<file path="src/rtl/intclk_pkg.sv">
package intclk_pkg;
  typedef enum logic [2:0] {
    RATE_31K  = 3'd0,
    RATE_125K = 3'd1,
    RATE_250K = 3'd2,
    RATE_500K = 3'd3,
    RATE_1M   = 3'd4,
    RATE_2M   = 3'd5,
    RATE_4M   = 3'd6,
    RATE_8M   = 3'd7
  } rate_e;

  localparam logic [3:0] MODE_INTOSC_A = 4'b1001;
  localparam logic [3:0] MODE_INTOSC_B = 4'b1000;
  localparam int         NUM_FEAT      = 4;
endpackage

</file>
<file path="src/rtl/intclk_rc_sync.sv">
module intclk_rc_sync #(
  parameter int STAGES = 3
) (
  input  logic clk,
  input  logic rst,
  input  logic rc_clk,
  output logic rc_rise
);
  logic [STAGES-1:0] sh;

  always_ff @(posedge clk) begin
    if (rst) sh <= '0;
    else     sh <= {sh[STAGES-2:0], rc_clk};
  end

  assign rc_rise = sh[STAGES-2] & ~sh[STAGES-1];
endmodule

</file>
<file path="src/rtl/intclk_postscaler.sv">
module intclk_postscaler
  import intclk_pkg::*;
#(
  parameter int CNT_W = 8
) (
  input  logic       clk,
  input  logic       rst,
  input  logic [2:0] code,
  input  logic       lf_main,
  input  logic       rc_tick,
  output logic       strobe
);
  localparam int NCODE = 8;

  logic [CNT_W-1:0] cnt;
  logic [NCODE-1:0] tick;
  logic             use_rc;

  genvar i;
  generate
    for (i = 0; i < NCODE; i++) begin : g_tap
      localparam int               SH   = (i == 0) ? CNT_W : (NCODE - 1 - i);
      localparam logic [CNT_W-1:0] MASK = CNT_W'((64'd1 << SH) - 64'd1);
      assign tick[i] = ((cnt & MASK) == MASK);
    end
  endgenerate

  assign use_rc = (code == RATE_31K) && !lf_main;

  always_ff @(posedge clk) begin
    if (rst) begin
      cnt    <= '0;
      strobe <= 1'b0;
    end else begin
      cnt    <= cnt + 1'b1;
      strobe <= use_rc ? rc_tick : tick[code];
    end
  end


  direct_rate_chk: assert property (@(posedge clk) disable iff (rst || $past(rst))
    ($past(code) == 3'd7) |-> strobe);


  single_pulse_chk: assert property (@(posedge clk) disable iff (rst || $past(rst))
    (strobe && code != 3'd7 && !use_rc && $past(code) == code && $past(lf_main) == lf_main)
      |=> !strobe);
endmodule

</file>
<file path="src/rtl/intclk_osc_ctrl.sv">
module intclk_osc_ctrl
  import intclk_pkg::*;
(
  input  logic                clk,
  input  logic                rst,
  input  logic [2:0]          code,
  input  logic                lf_main,
  input  logic                pll_req,
  input  logic [3:0]          mode,
  input  logic [NUM_FEAT-1:0] feat,
  output logic                main_en,
  output logic                rc_en,
  output logic                pll_en
);
  logic rc_src, mode_ok, rate_ok;

  assign rc_src  = (code == RATE_31K) && !lf_main;
  assign mode_ok = (mode == MODE_INTOSC_A) || (mode == MODE_INTOSC_B);
  assign rate_ok = (code == RATE_8M) || (code == RATE_4M);

  always_ff @(posedge clk) begin
    if (rst) begin
      main_en <= 1'b0;
      rc_en   <= 1'b0;
      pll_en  <= 1'b0;
    end else begin
      main_en <= !rc_src;
      rc_en   <= rc_src || (|feat);
      pll_en  <= pll_req && mode_ok && rate_ok;
    end
  end


  rc_needed_chk: assert property (@(posedge clk) disable iff (rst || $past(rst))
    !rc_en |-> !($past(feat) != '0));


  pll_gate_chk: assert property (@(posedge clk) disable iff (rst || $past(rst))
    pll_en |-> $past(pll_req));


  pll_main_chk: assert property (@(posedge clk) disable iff (rst || $past(rst))
    pll_en |-> main_en);


  some_osc_chk: assert property (@(posedge clk) disable iff (rst || $past(rst))
    main_en || rc_en);
endmodule

</file>
<file path="src/rtl/intclk_select.sv">
module intclk_select
  import intclk_pkg::*;
#(
  parameter int         CNT_W       = 8,
  parameter int         SYNC_STAGES = 3,
  parameter logic [2:0] RESET_RATE  = 3'b100
) (
  input  logic       clk,
  input  logic       rst,
  input  logic       rc_clk,
  input  logic [2:0] rate_sel,
  input  logic       lf_from_main,
  input  logic       pll_req,
  input  logic [3:0] osc_mode,
  input  logic       pwrt_en,
  input  logic       fscm_en,
  input  logic       wdt_en,
  input  logic       twospeed_en,
  output logic       clk_strobe,
  output logic       main_osc_en,
  output logic       rc_osc_en,
  output logic       pll_active
);
  logic [2:0] rate_q;
  logic       lf_q;
  logic       rc_rise;

  always_ff @(posedge clk) begin
    if (rst) begin
      rate_q <= RESET_RATE;
      lf_q   <= 1'b0;
    end else begin
      rate_q <= rate_sel;
      lf_q   <= lf_from_main;
    end
  end

  intclk_rc_sync #(.STAGES(SYNC_STAGES)) i_sync (
    .clk(clk), .rst(rst), .rc_clk(rc_clk), .rc_rise(rc_rise)
  );

  intclk_postscaler #(.CNT_W(CNT_W)) i_post (
    .clk(clk), .rst(rst), .code(rate_q), .lf_main(lf_q),
    .rc_tick(rc_rise), .strobe(clk_strobe)
  );

  intclk_osc_ctrl i_ctrl (
    .clk(clk), .rst(rst), .code(rate_q), .lf_main(lf_q),
    .pll_req(pll_req), .mode(osc_mode),
    .feat({twospeed_en, wdt_en, fscm_en, pwrt_en}),
    .main_en(main_osc_en), .rc_en(rc_osc_en), .pll_en(pll_active)
  );


  reset_quiet_chk: assert property (@(posedge clk)
    $past(rst) |-> !(clk_strobe || main_osc_en || rc_osc_en || pll_active));
endmodule

</file>
<file path="config.mk">
export PLATFORM = sky130hd
export DESIGN_NAME = intclk_select
export DESIGN_NICKNAME = d
export VERILOG_FILES = /design/src/rtl/intclk_pkg.sv /design/src/rtl/intclk_rc_sync.sv /design/src/rtl/intclk_postscaler.sv /design/src/rtl/intclk_osc_ctrl.sv /design/src/rtl/intclk_select.sv
export SDC_FILE = /design/constraint.sdc
export NUM_CORES = 1
export LEC_CHECK = 0
export CORE_MARGIN = 2
export CORE_UTILIZATION = 30
export CTS_BUF_LIST = sky130_fd_sc_hd__clkbuf_16
export DETAILED_ROUTE_END_ITERATION = 16
export PLACE_DENSITY = 0.51
export SLEW_MARGIN = 40
export SYNTH_ARGS = -nofsm -noshare
export SYNTH_HDL_FRONTEND = slang
export SYNTH_SLANG_ARGS = --single-unit
</file>
<file path="constraint.sdc">
create_clock -name clk -period 1.8 [get_ports clk]
set_clock_uncertainty 0.2 [all_clocks]
set_input_delay 0.36 -clock clk [delete_from_list [all_inputs] [get_ports clk]]
set_output_delay 0.36 -clock clk [all_outputs]
set_load 0.01 [all_outputs]
</file>
**Word level (Yosys, flattened, before mapping)**

Index checks and enable logic that the tools add are counted.

- Add/sub/neg operators: 1
- Order comparisons: 1
- Equality and inequality tests: 10
- Mux-type cells: 3
- Bitwise operators: 2
- Reduce and logical (&&, ||, !) cells: 10

Operators by type and width:

| kind | count |
|---|---|
| $eq 4x4->1 const B | 3 |
| $eq 3x3->1 const B | 3 |
| $add 8x1->8 const B | 1 |
| $eq 8x8->1 const B | 1 |
| $eq 6x6->1 const B | 1 |
| $eq 5x5->1 const B | 1 |
| $lt 3x4->1 const B | 1 |
| $reduce_or 4->1 | 1 |
| $bmux 1 s3 | 1 |
| $logic_and 1x1->1 | 3 |
| $logic_not 3->1 | 1 |
| $logic_or 1x1->1 | 3 |
| $eq 2x2->1 const B | 1 |
| $logic_not 1->1 | 2 |
| $mux 1 | 2 |
| $and 1x1->1 | 1 |
| $not 1->1 | 1 |

- Bits in registers: 19
- Output and inout bits: 4
- Word-level logic and storage cells: 35

**Longest topological paths before layout**

Gate-level depths: netlist of the first run.

- Depth after elaboration: 4
- Depth in mapped cells: 5
- Gate-level depth less buffers: 5

**Cells and area by module**

From an unflattened synthesis of the first run, not the netlist that was laid out.

- Cell total of the unflattened synthesis: 74
- Area total of the unflattened synthesis: 757.0 µm²

By module, submodules not included:

| module | times used | cells an instance | area an instance (µm²) | seq. area each (µm²) |
|---|---|---|---|---|
| intclk_postscaler | 1 | 50 | 449.2 | 180.2 |
| intclk_select | 1 | 8 | 112.6 | 80.1 |
| intclk_osc_ctrl | 1 | 9 | 107.6 | 60.1 |
| intclk_rc_sync | 1 | 7 | 87.6 | 60.1 |

**Least setup slack after synthesis of the first run**

Ideal clock, no wire load.

- Path kind: register -> register
- Start point: register i_post.cnt[0]
- End point: register i_post.strobe
- Arrival time: 1.160 ns
- Data required time: 1.473 ns
- Setup slack: 0.313 ns
- Stages on the path, launching flop included: 6
- Cell sequence: dfxtp_1 -> ha_1 -> nor2b_1 -> a221oi_1 -> o22a_1 -> o211ai_1

- Longest elaborated chain between the ends: 4
- Elaborated cells on any way between the ends: 9
- Classes of those cells: eq/ne (6); mux (3)

Ends and longest elaborated chain:

| item | line | text |
|---|---|---|
| start: declaration | intclk_postscaler.sv:15 | `logic [CNT_W-1:0] cnt;` |
| start signal: assignment | intclk_postscaler.sv:35 | `cnt <= cnt + 1'b1;` |
| $eq 8x8->1, or another cell as far along | intclk_postscaler.sv:24 | `assign tick[i] = ((cnt & MASK) == MASK);` |
| $bmux 1 s3 * | intclk_postscaler.sv:36 | `strobe <= use_rc ? rc_tick : tick[code];` |
| $mux 1 (implied by the code) * | intclk_postscaler.sv:36 |  |
| $mux 1 * | intclk_postscaler.sv:36 |  |
| end signal: assignment | intclk_postscaler.sv:36 |  |
| end: declaration | intclk_postscaler.sv:11 | `output logic strobe` |

Every way passes the cells marked *; elsewhere a longest branch is shown, timed or not. The select of a mux whose other input is x is not followed.
A chain may end at the register's enable or synchronous reset.

**Worst setup path in the final report of the first run**

- Start point: register i_ctrl.pll_en
- End point: output pll_active

RTL lines:

| item | line | text |
|---|---|---|
| start: declaration | intclk_osc_ctrl.sv:13 | `output logic pll_en` |
| start signal: assignment | intclk_osc_ctrl.sv:29 | `pll_en <= pll_req && mode_ok && rate_ok;` |
| end: declaration | intclk_select.sv:22 | `output logic pll_active` |

No word-level cell between the ends.

==> impl_metrics.yaml, run 1 <==
status:
  status: "finished clean"
cells_and_area:
  multi_input_area_um2: 335
  num_antenna_cells: 0
  fillers: 236
  stdcell_area_mm2: 0.00104
  syn_to_final_growth_pct: 43.5
  seq_area_um2: 380
  finalNonFillerCells: 125
  drive_gt1_share_pct: 10.3
  postLayoutCoreUtil_pct: 46.3
  layout.nets: 116
floorplanning:
  die_y_um: 53.3
  die_area_mm2: 0.00284
  die_w_um: 53.3
  rows: 17
  io_pins: 20
  start_util_pct: 32.3
  design.core.area_mm2: 0.00225
worst_setup_path:
  worstSetupPathDepth: 1
  cp-endpoint: "pll_active"
  rr_endpoint: "i_post.strobe$_SDFF_PP0_"
  slowest_delay_ns: 0.53
  startpoint_type: "flip-flop"
  cp.required_ns: 1.24
  slowest_stage: "clkdlybuf4s50_1"
  critPathArrivalTime_ns: 1.10
  rrSetupSlack_ns: 0.17
  crit_buf_inv: 1
  timing.rr.start: "i_post.cnt[0]$_SDFF_PP0_"
  crit_chain: "clkdlybuf4s50_1"
  worstSetupPathType: "reg -> out"
  crit_fanout: 1
  crit_family: "buffers and inverters"
  r2r_cells: 5
  end_kind: "primary output"
  critPathLaunch: "i_ctrl.pll_en$_SDFF_PP0_"
yosys:
  syn_inst: 73
  synth_enable_flop_cells: 0
  synth_seq_cells: 19
  ys_seq_area_share_pct: 52.2
  synth_area_leaders: "dfxtp_1 (52%), nor2b_1 (6.9%), xor2_1 (6.0%)"
  synth-main-ff-cell: "dfxtp_1"
  ys_types: 28
  yosys.area.top_type_share_pct: 52.2
  ys_async_sr_fraction_pct: 0
  synth_area_leader_cell: "dfxtp_1"
  synth_area_per_cell_um2: 9.98
  synth_nets: 91
  yosysWarnings: 0
  syn_area_um2: 728
global_route:
  first_global_vias: 552
  track_usage_pct: 12.3
  grt_overflow_total: 0
  grt_pass1_wl_um: 2350
  grt_max_degree: 12
  antenna_found_initial: 0
detailed_routing:
  route.vias.total: 584
  drt_iter0_drc: 8
  drt_drc_violations_left: 0
  m1WireLength_um: 629
  wirelength_um: 1370
  wl_per_cell_um: 10.9
  top_layer: "met4"
  wl_met3_um: 71
  viasPerCell: 4.67
  drt-pass1-iter-count: 3
  wl_met2_um: 596
  ant_nets: 0
clock_tree:
  cts_tree: "done"
  post_cts_buffers: 0
  clock_path_buffers: 2
  cts_hold_buf: 0
  cts.clk_slew.worst_paths_ns: 0.05
  cts.sinks: 19
  cts_resized: 0
  cts_buffers: 3
  clockRootBuffer: "clkbuf_16"
  h-tree-depth: 1
  clock_latency_ns: 0.25
placement:
  placed_cells: 121
  place.port_buffers: 18
  place_area_um2: 965
  gp_congestion: 0.723
  dp_hpwl_um: 1010
sta:
  whs_ns: 0.238
  slew_viol_final: 0
  slew_headroom_pct: 64.6
  worst_pin_slew_ns: 0.526
  max_freq_mhz: 604
  timing.setup.tns_ns: 0
  setup_viol: 0
  hold_viol_final: 0
  min_period_over_period_pct: 92.0
  rsz0062_at_grt: "false"
  period_minus_slack_ns: 1.66
power:
  power_density_mw_per_mm2: 946
  power.leakage_nw: 0.394
  vdd_drop_max_mv: 0.516
flow_run:
  max-cap-violations: 0
worst_hold_path:
  hold_path_class: "reg -> reg"
  hold_start: "i_sync.sh[0]$_SDFF_PP0_"
[cell families after synthesis]
| group | share of synthesized area (%) |
|---|---|
| compound gates | 7.56 |
| simple gates | 27.8 |
| fa+ha+maj | 3.44 |
| flops | 52.2 |
| buf+inv | 1.72 |
| xor+xnor | 7.22 |
[worst register-to-register path, delay by kind of cell, from the launching register on]
| kind | cells | cell delay [ns] |
|---|---|---|
| AOI/OAI and AO/OA | 3 | 0.46 |
| adders and majority gates | 1 | 0.25 |
| DFF | 1 | 0.45 |
| and+or+nand+nor | 1 | 0.20 |
[report_power, final]
group          switching [W]  internal (W)  leakage (nW)
Combinational      0.0000245     0.0000567         0.197
Clock               0.000154      0.000298        0.0409
Sequential         0.0000169      0.000438         0.156
[registers in the layout, summed over array words and instances, names as in the netlist]
register and count:
i_ctrl.main_en 1, i_sync.sh 3, i_ctrl.pll_en 1, i_ctrl.rc_en 1, lf_q 1, rate_q 3
i_post.strobe 1, i_post.cnt 8
[area by class of cell]
type | instances | area share [%]
sequential | 19 | 36.4
timing repair buffer | 22 | 20.1
multi-input combinational | 51 | 32.1
clock buffer | 3 | 7.19
clock inverter | 1 | 0.479
tap | 28 | 3.35
inverter | 1 | 0.359
[cells in the mapped netlist (all sizes together), types with 2 or more instances]
library cell	n
dfxtp	19
ha	2
nand2	3
nand3	4
nand4b	2
nor2	9
nor2b	8
nor3	2
xor2	5
[stage by stage]
step                total power (W)  setup WS (ns)
detailed placement         0.000547        0.00803
global route                0.00103         0.0586
CTS                         0.00101          0.133
global placement           0.000546         0.0312
finish                     0.000988          0.143
floorplan                  0.000494          0.313
[per-layer routing]
metal  track usage (%)  up-vias
li1                  -      302
met1              14.4      262
met2              17.3       15
met3              3.39        5
met4              12.8        0
met5                 0        -
[worst min path at each step]
stage | cells past startpoint | to
finish | 1 | i_sync.sh[1]$_SDFF_PP0_
global route | 1 | i_sync.sh[1]$_SDFF_PP0_
CTS | 1 | i_sync.sh[1]$_SDFF_PP0_
detailed placement | 1 | i_sync.sh[1]$_SDFF_PP0_
global placement | 1 | i_sync.sh[1]$_SDFF_PP0_
floorplan | 1 | i_sync.sh[1]$_SDFF_PP0_
[cell usage in the layout (no fill, tap or decap), types with 2 or more instances in the layout]
cell type / instances
buf_4: 4
clkbuf_16: 3
clkdlybuf4s50_1: 18
dfxtp_1: 19
ha_1: 2
nand2_1: 3
nand3_1: 4
nand4b_1: 2
nor2_1: 9
nor2b_1: 8
nor3_1: 2
xor2_1: 5
No activity file was read; power rests on OpenSTA's default activity.
==> run 2: changes to the inputs <==
==> constraint.sdc (replaced) <==
create_clock -name clk -period 1.9 [get_ports clk]
set_clock_uncertainty 0.2 [all_clocks]
set_input_delay 0.38 -clock clk [delete_from_list [all_inputs] [get_ports clk]]
set_output_delay 0.38 -clock clk [all_outputs]
set_load 0.01 [all_outputs]
==> impl_metrics.yaml, run 2 (same netlist as run 1, synthesis figures left out) <==
power:
  vdd_drop_max_mv: 0.544
  power.leakage_nw: 0.390
  power_density_mw_per_mm2: 902
  finalPower_w: 0.000935
detailed_routing:
  wl_per_cell_um: 10.8
  viasPerCell: 4.78
  route.vias.total: 593
  drt-pass1-iter-count: 4
  wirelength_um: 1350
  drt_iter0_drc: 6
  ant_nets: 0
  drt_drc_violations_left: 0
clock_tree:
  cts_resized: 0
  cts_tree: "done"
  clock_path_buffers: 2
  cts.sinks: 19
  cts_buffers: 3
  clock_latency_ns: 0.25
  clockRootBuffer: "clkbuf_16"
  post_cts_buffers: 0
  h-tree-depth: 1
  cts.clk_slew.worst_paths_ns: 0.05
  cts_hold_buf: 0
sta:
  timing.setup.tns_ns: 0
  hold_viol_final: 0
  setup_viol: 0
  rsz0062_at_grt: "false"
  min_period_over_period_pct: 87.7
  max_freq_mhz: 600
  worst_pin_slew_ns: 0.516
  period_minus_slack_ns: 1.67
  slew_headroom_pct: 65.3
  slew_viol_final: 0
worst_setup_path:
  end_kind: "primary output"
  critPathArrivalTime_ns: 1.09
  crit_buf_inv: 1
  startpoint_type: "flip-flop"
  crit_fanout: 1
  cp.required_ns: 1.32
  worstSetupPathType: "reg -> out"
  slowest_stage: "clkdlybuf4s50_1"
  slowest_delay_ns: 0.53
  crit_family: "buffers and inverters"
  crit_chain: "clkdlybuf4s50_1"
placement:
  gp_congestion: 0.694
  dp_hpwl_um: 988
  place.port_buffers: 18
global_route:
  busiest_layer: "met2"
  grt_max_degree: 12
  grtUsageMet2_pct: 18.5
  track_usage_pct: 13.1
  antenna_found_initial: 0
  grt_overflow_total: 0
  first_global_vias: 576
  met1_usage_pct: 15.2
  grt_pass1_wl_um: 2530
  grtUsageMet3_pct: 4.80
floorplanning:
  start_util_pct: 32.3
  die_area_mm2: 0.00284
  design.core.area_mm2: 0.00225
  io_pins: 20
  die_w_um: 53.3
  die_y_um: 53.3
  rows: 17
flow_run:
  max-cap-violations: 0
cells_and_area:
  layout_common_cells: "dfxtp_1 (19), clkdlybuf4s50_1 (18), nor2_1 (9), nor2b_1 (8), xor2_1 (5)"
  syn_to_final_growth_pct: 42.3
  final_common_cell: "dfxtp_1"
  largest_reg_flops: 8
  drive_gt1_share_pct: 8.33
  regMostFlops: "i_post.cnt"
  multi_input_area_um2: 335
  layout.nets: 115
  top_regs: "i_post.cnt x8, i_sync.sh x3, rate_q x3"
  seq_area_um2: 380
  num_antenna_cells: 0
  fillers: 242
status:
  status: "finished clean"
worst_hold_path:
  hold_path_class: "reg -> reg"
## run 2: cell count changes in the layout (fill, tap and decap cells not counted)
cell,delta
buf_4,-1
clkinv_2,-1
inv_1,+1
## run 2: final cells by class
type	count	area share [%]
sequential	19	36.7
multi-input combinational	51	32.4
inverter	1	0.362
clock inverter	1	0.362
timing repair buffer	21	19.6
clock buffer	3	7.25
tap	28	3.38
## run 2: worst paths after layout
| path | from | end | slack [ns] | cells past startpoint |
|---|---|---|---|---|
| setup / recovery | i_ctrl.pll_en$_SDFF_PP0_ | pll_active | 0.23 | 1 |
| hold / removal | i_sync.sh[0]$_SDFF_PP0_ | i_sync.sh[1]$_SDFF_PP0_ | 0.23 | 1 |
| setup reg to reg | i_post.cnt[0]$_SDFF_PP0_ | i_post.strobe$_SDFF_PP0_ | 0.26 | 5 |
| hold reg to reg | i_sync.sh[0]$_SDFF_PP0_ | i_sync.sh[1]$_SDFF_PP0_ | 0.23 | 1 |
## run 2: routing by layer
| metal | vias up | part of all wire (%) | wire (um) |
|---|---|---|---|
| met2 | 21 | 45 | 605 |
| met1 | 265 | 43 | 572 |
| met3 | 5 | 8.5 | 114 |
| met4 | 0 | 3.9 | 53 |
| met5 | - | 0 | 0 |
| li1 | 302 | - | - |
## run 2: stage by stage
stage	hold slack, ns	util (%)	instance area (um2)	worst slack (ns)	instances
floorplan	0.214	-	728	0.413	73
global placement	0.220	42.5	957	0.111	120
detailed placement	0.227	42.5	957	0.0863	120
CTS	0.240	45.9	1040	0.218	124
global route	0.280	45.9	1040	0.161	124
finish	0.235	45.9	1040	0.233	124
## run 2: where the power goes
part / internal, W / leakage [nW] / switching [W] / total (W)
combinational: 0.0000526 / 0.192 / 0.0000234 / 0.0000760
sequential: 0.000415 / 0.156 / 0.0000161 / 0.000431
clock: 0.000280 / 0.0423 / 0.000147 / 0.000428
total: 0.000748 / 0.390 / 0.000187 / 0.000935
==> run 3: changes to the inputs <==
--- a/config.mk
+++ b/config.mk
@@ -10,6 +10,7 @@
 export CTS_BUF_LIST = sky130_fd_sc_hd__clkbuf_16
 export DETAILED_ROUTE_END_ITERATION = 16
 export PLACE_DENSITY = 0.51
+export RECOVER_POWER = 100
 export SLEW_MARGIN = 40
 export SYNTH_ARGS = -nofsm -noshare
 export SYNTH_HDL_FRONTEND = slang
==> impl_metrics.yaml, run 3 (same netlist as run 1, synthesis figures left out) <==
worst_setup_path:
  crit_chain: "dlygate4sd3_1"
  critPathArrivalTime_ns: 1.15
  rrSetupSlack_ns: 0.26
  crit_fanout: 1
  crit_buf_inv: 1
  end_kind: "primary output"
  slowest_stage: "dlygate4sd3_1"
  slowest_delay_ns: 0.60
  cp.required_ns: 1.32
  worstSetupPathType: "reg -> out"
  crit_family: "buffers and inverters"
  startpoint_type: "flip-flop"
global_route:
  first_global_vias: 576
  antenna_found_initial: 0
  grt_pass1_wl_um: 2530
  track_usage_pct: 13.1
  grt_max_degree: 12
  grt_overflow_total: 0
floorplanning:
  die_area_mm2: 0.00284
  io_pins: 20
  design.core.area_mm2: 0.00225
  start_util_pct: 32.3
  die_w_um: 53.3
  rows: 17
  die_y_um: 53.3
clock_tree:
  cts_tree: "done"
  clock_path_buffers: 2
  cts_hold_buf: 0
  h-tree-depth: 1
  post_cts_buffers: 0
  cts_resized: 0
  clockRootBuffer: "clkbuf_16"
  cts.sinks: 19
  cts_buffers: 3
  clock_latency_ns: 0.25
  cts.clk_slew.worst_paths_ns: 0.05
cells_and_area:
  final_common_cell: "dfxtp_1"
  syn_to_final_growth_pct: 41.2
  finalNonFillerCells: 124
  seq_area_um2: 380
  layout.nets: 115
  drive_gt1_share_pct: 6.25
  largest_reg_flops: 8
  layout_common_cells: "dfxtp_1 (19), clkdlybuf4s50_1 (12), nor2_1 (9), nor2b_1 (8), dlygate4sd3_1 (6)"
  fillers: 245
  num_antenna_cells: 0
  multi_input_area_um2: 335
  regMostFlops: "i_post.cnt"
  top_regs: "i_post.cnt x8, i_sync.sh x3, rate_q x3"
power:
  vdd_drop_max_mv: 0.542
  power.leakage_nw: 0.391
  power_density_mw_per_mm2: 905
detailed_routing:
  drt-pass1-iter-count: 4
  drt_iter0_drc: 6
  route.vias.total: 592
  viasPerCell: 4.77
  drt_drc_violations_left: 0
  ant_nets: 0
  wl_per_cell_um: 10.9
  wirelength_um: 1350
flow_run:
  max-cap-violations: 0
sta:
  rsz0062_at_grt: "false"
  setup_viol: 0
  slew_headroom_pct: 65.2
  slew_viol_final: 0
  period_minus_slack_ns: 1.73
  max_freq_mhz: 577
  hold_viol_final: 0
  min_period_over_period_pct: 91.2
  timing.setup.tns_ns: 0
  worst_pin_slew_ns: 0.518
placement:
  place.port_buffers: 18
  gp_congestion: 0.694
  dp_hpwl_um: 988
  placed_cells: 120
worst_hold_path:
  hold_path_class: "reg -> reg"
status:
  status: "finished clean"
## run 3: changes by cell type in the layout (fill, tap and decap cells not counted)
cell and delta:
clkdlybuf4s50_1 -6, buf_4 -3, clkbuf_4 +1, clkbuf_1 +2, dlygate4sd3_1 +6
## run 3: final timing paths
| path | end | cells past startpoint | from |
|---|---|---|---|
| hold reg to reg | i_sync.sh[1]$_SDFF_PP0_ | 1 | i_sync.sh[0]$_SDFF_PP0_ |
| hold / removal | i_sync.sh[1]$_SDFF_PP0_ | 1 | i_sync.sh[0]$_SDFF_PP0_ |
| setup / recovery | pll_active | 1 | i_ctrl.pll_en$_SDFF_PP0_ |
| setup reg to reg | i_post.strobe$_SDFF_PP0_ | 5 | i_post.cnt[0]$_SDFF_PP0_ |
## run 3: final cells by class
| type | instances | share of cell area [%] |
|---|---|---|
| repair buffers | 21 | 19.0 |
| well taps | 28 | 3.41 |
| flip-flops and latches | 19 | 37.0 |
| clock inverters | 1 | 0.365 |
| multi-input cells | 51 | 32.6 |
| inverters | 1 | 0.365 |
| clock buffers | 3 | 7.30 |
## run 3: power by group
group	total [W]	leakage (nW)	switching [W]	internal, W
registers	0.000431	0.156	0.0000158	0.000415
clock network	0.000427	0.0423	0.000147	0.000280
logic	0.0000718	0.193	0.0000233	0.0000484
total	0.000930	0.391	0.000187	0.000744
## run 3: metal layers
layer	routed length, um	GRT usage, %
met2	597	18.5
met3	114	4.80
met5	0	0
met4	53	11.5
met1	584	15.2
## run 3: per-stage QoR
step                      hold slack (ns)  instance area [um2]  util [%]  worst slack (ns)  total power, W
final                               0.235                 1030      45.6             0.168        0.000930
after global routing                0.284                 1030      45.6             0.121        0.000972
after CTS                           0.240                 1040      45.9             0.218        0.000947
after detailed placement            0.227                  957      42.5            0.0863        0.000517
after global placement              0.220                  957      42.5             0.111        0.000516
after floorplan                     0.214                  728         -             0.413        0.000468
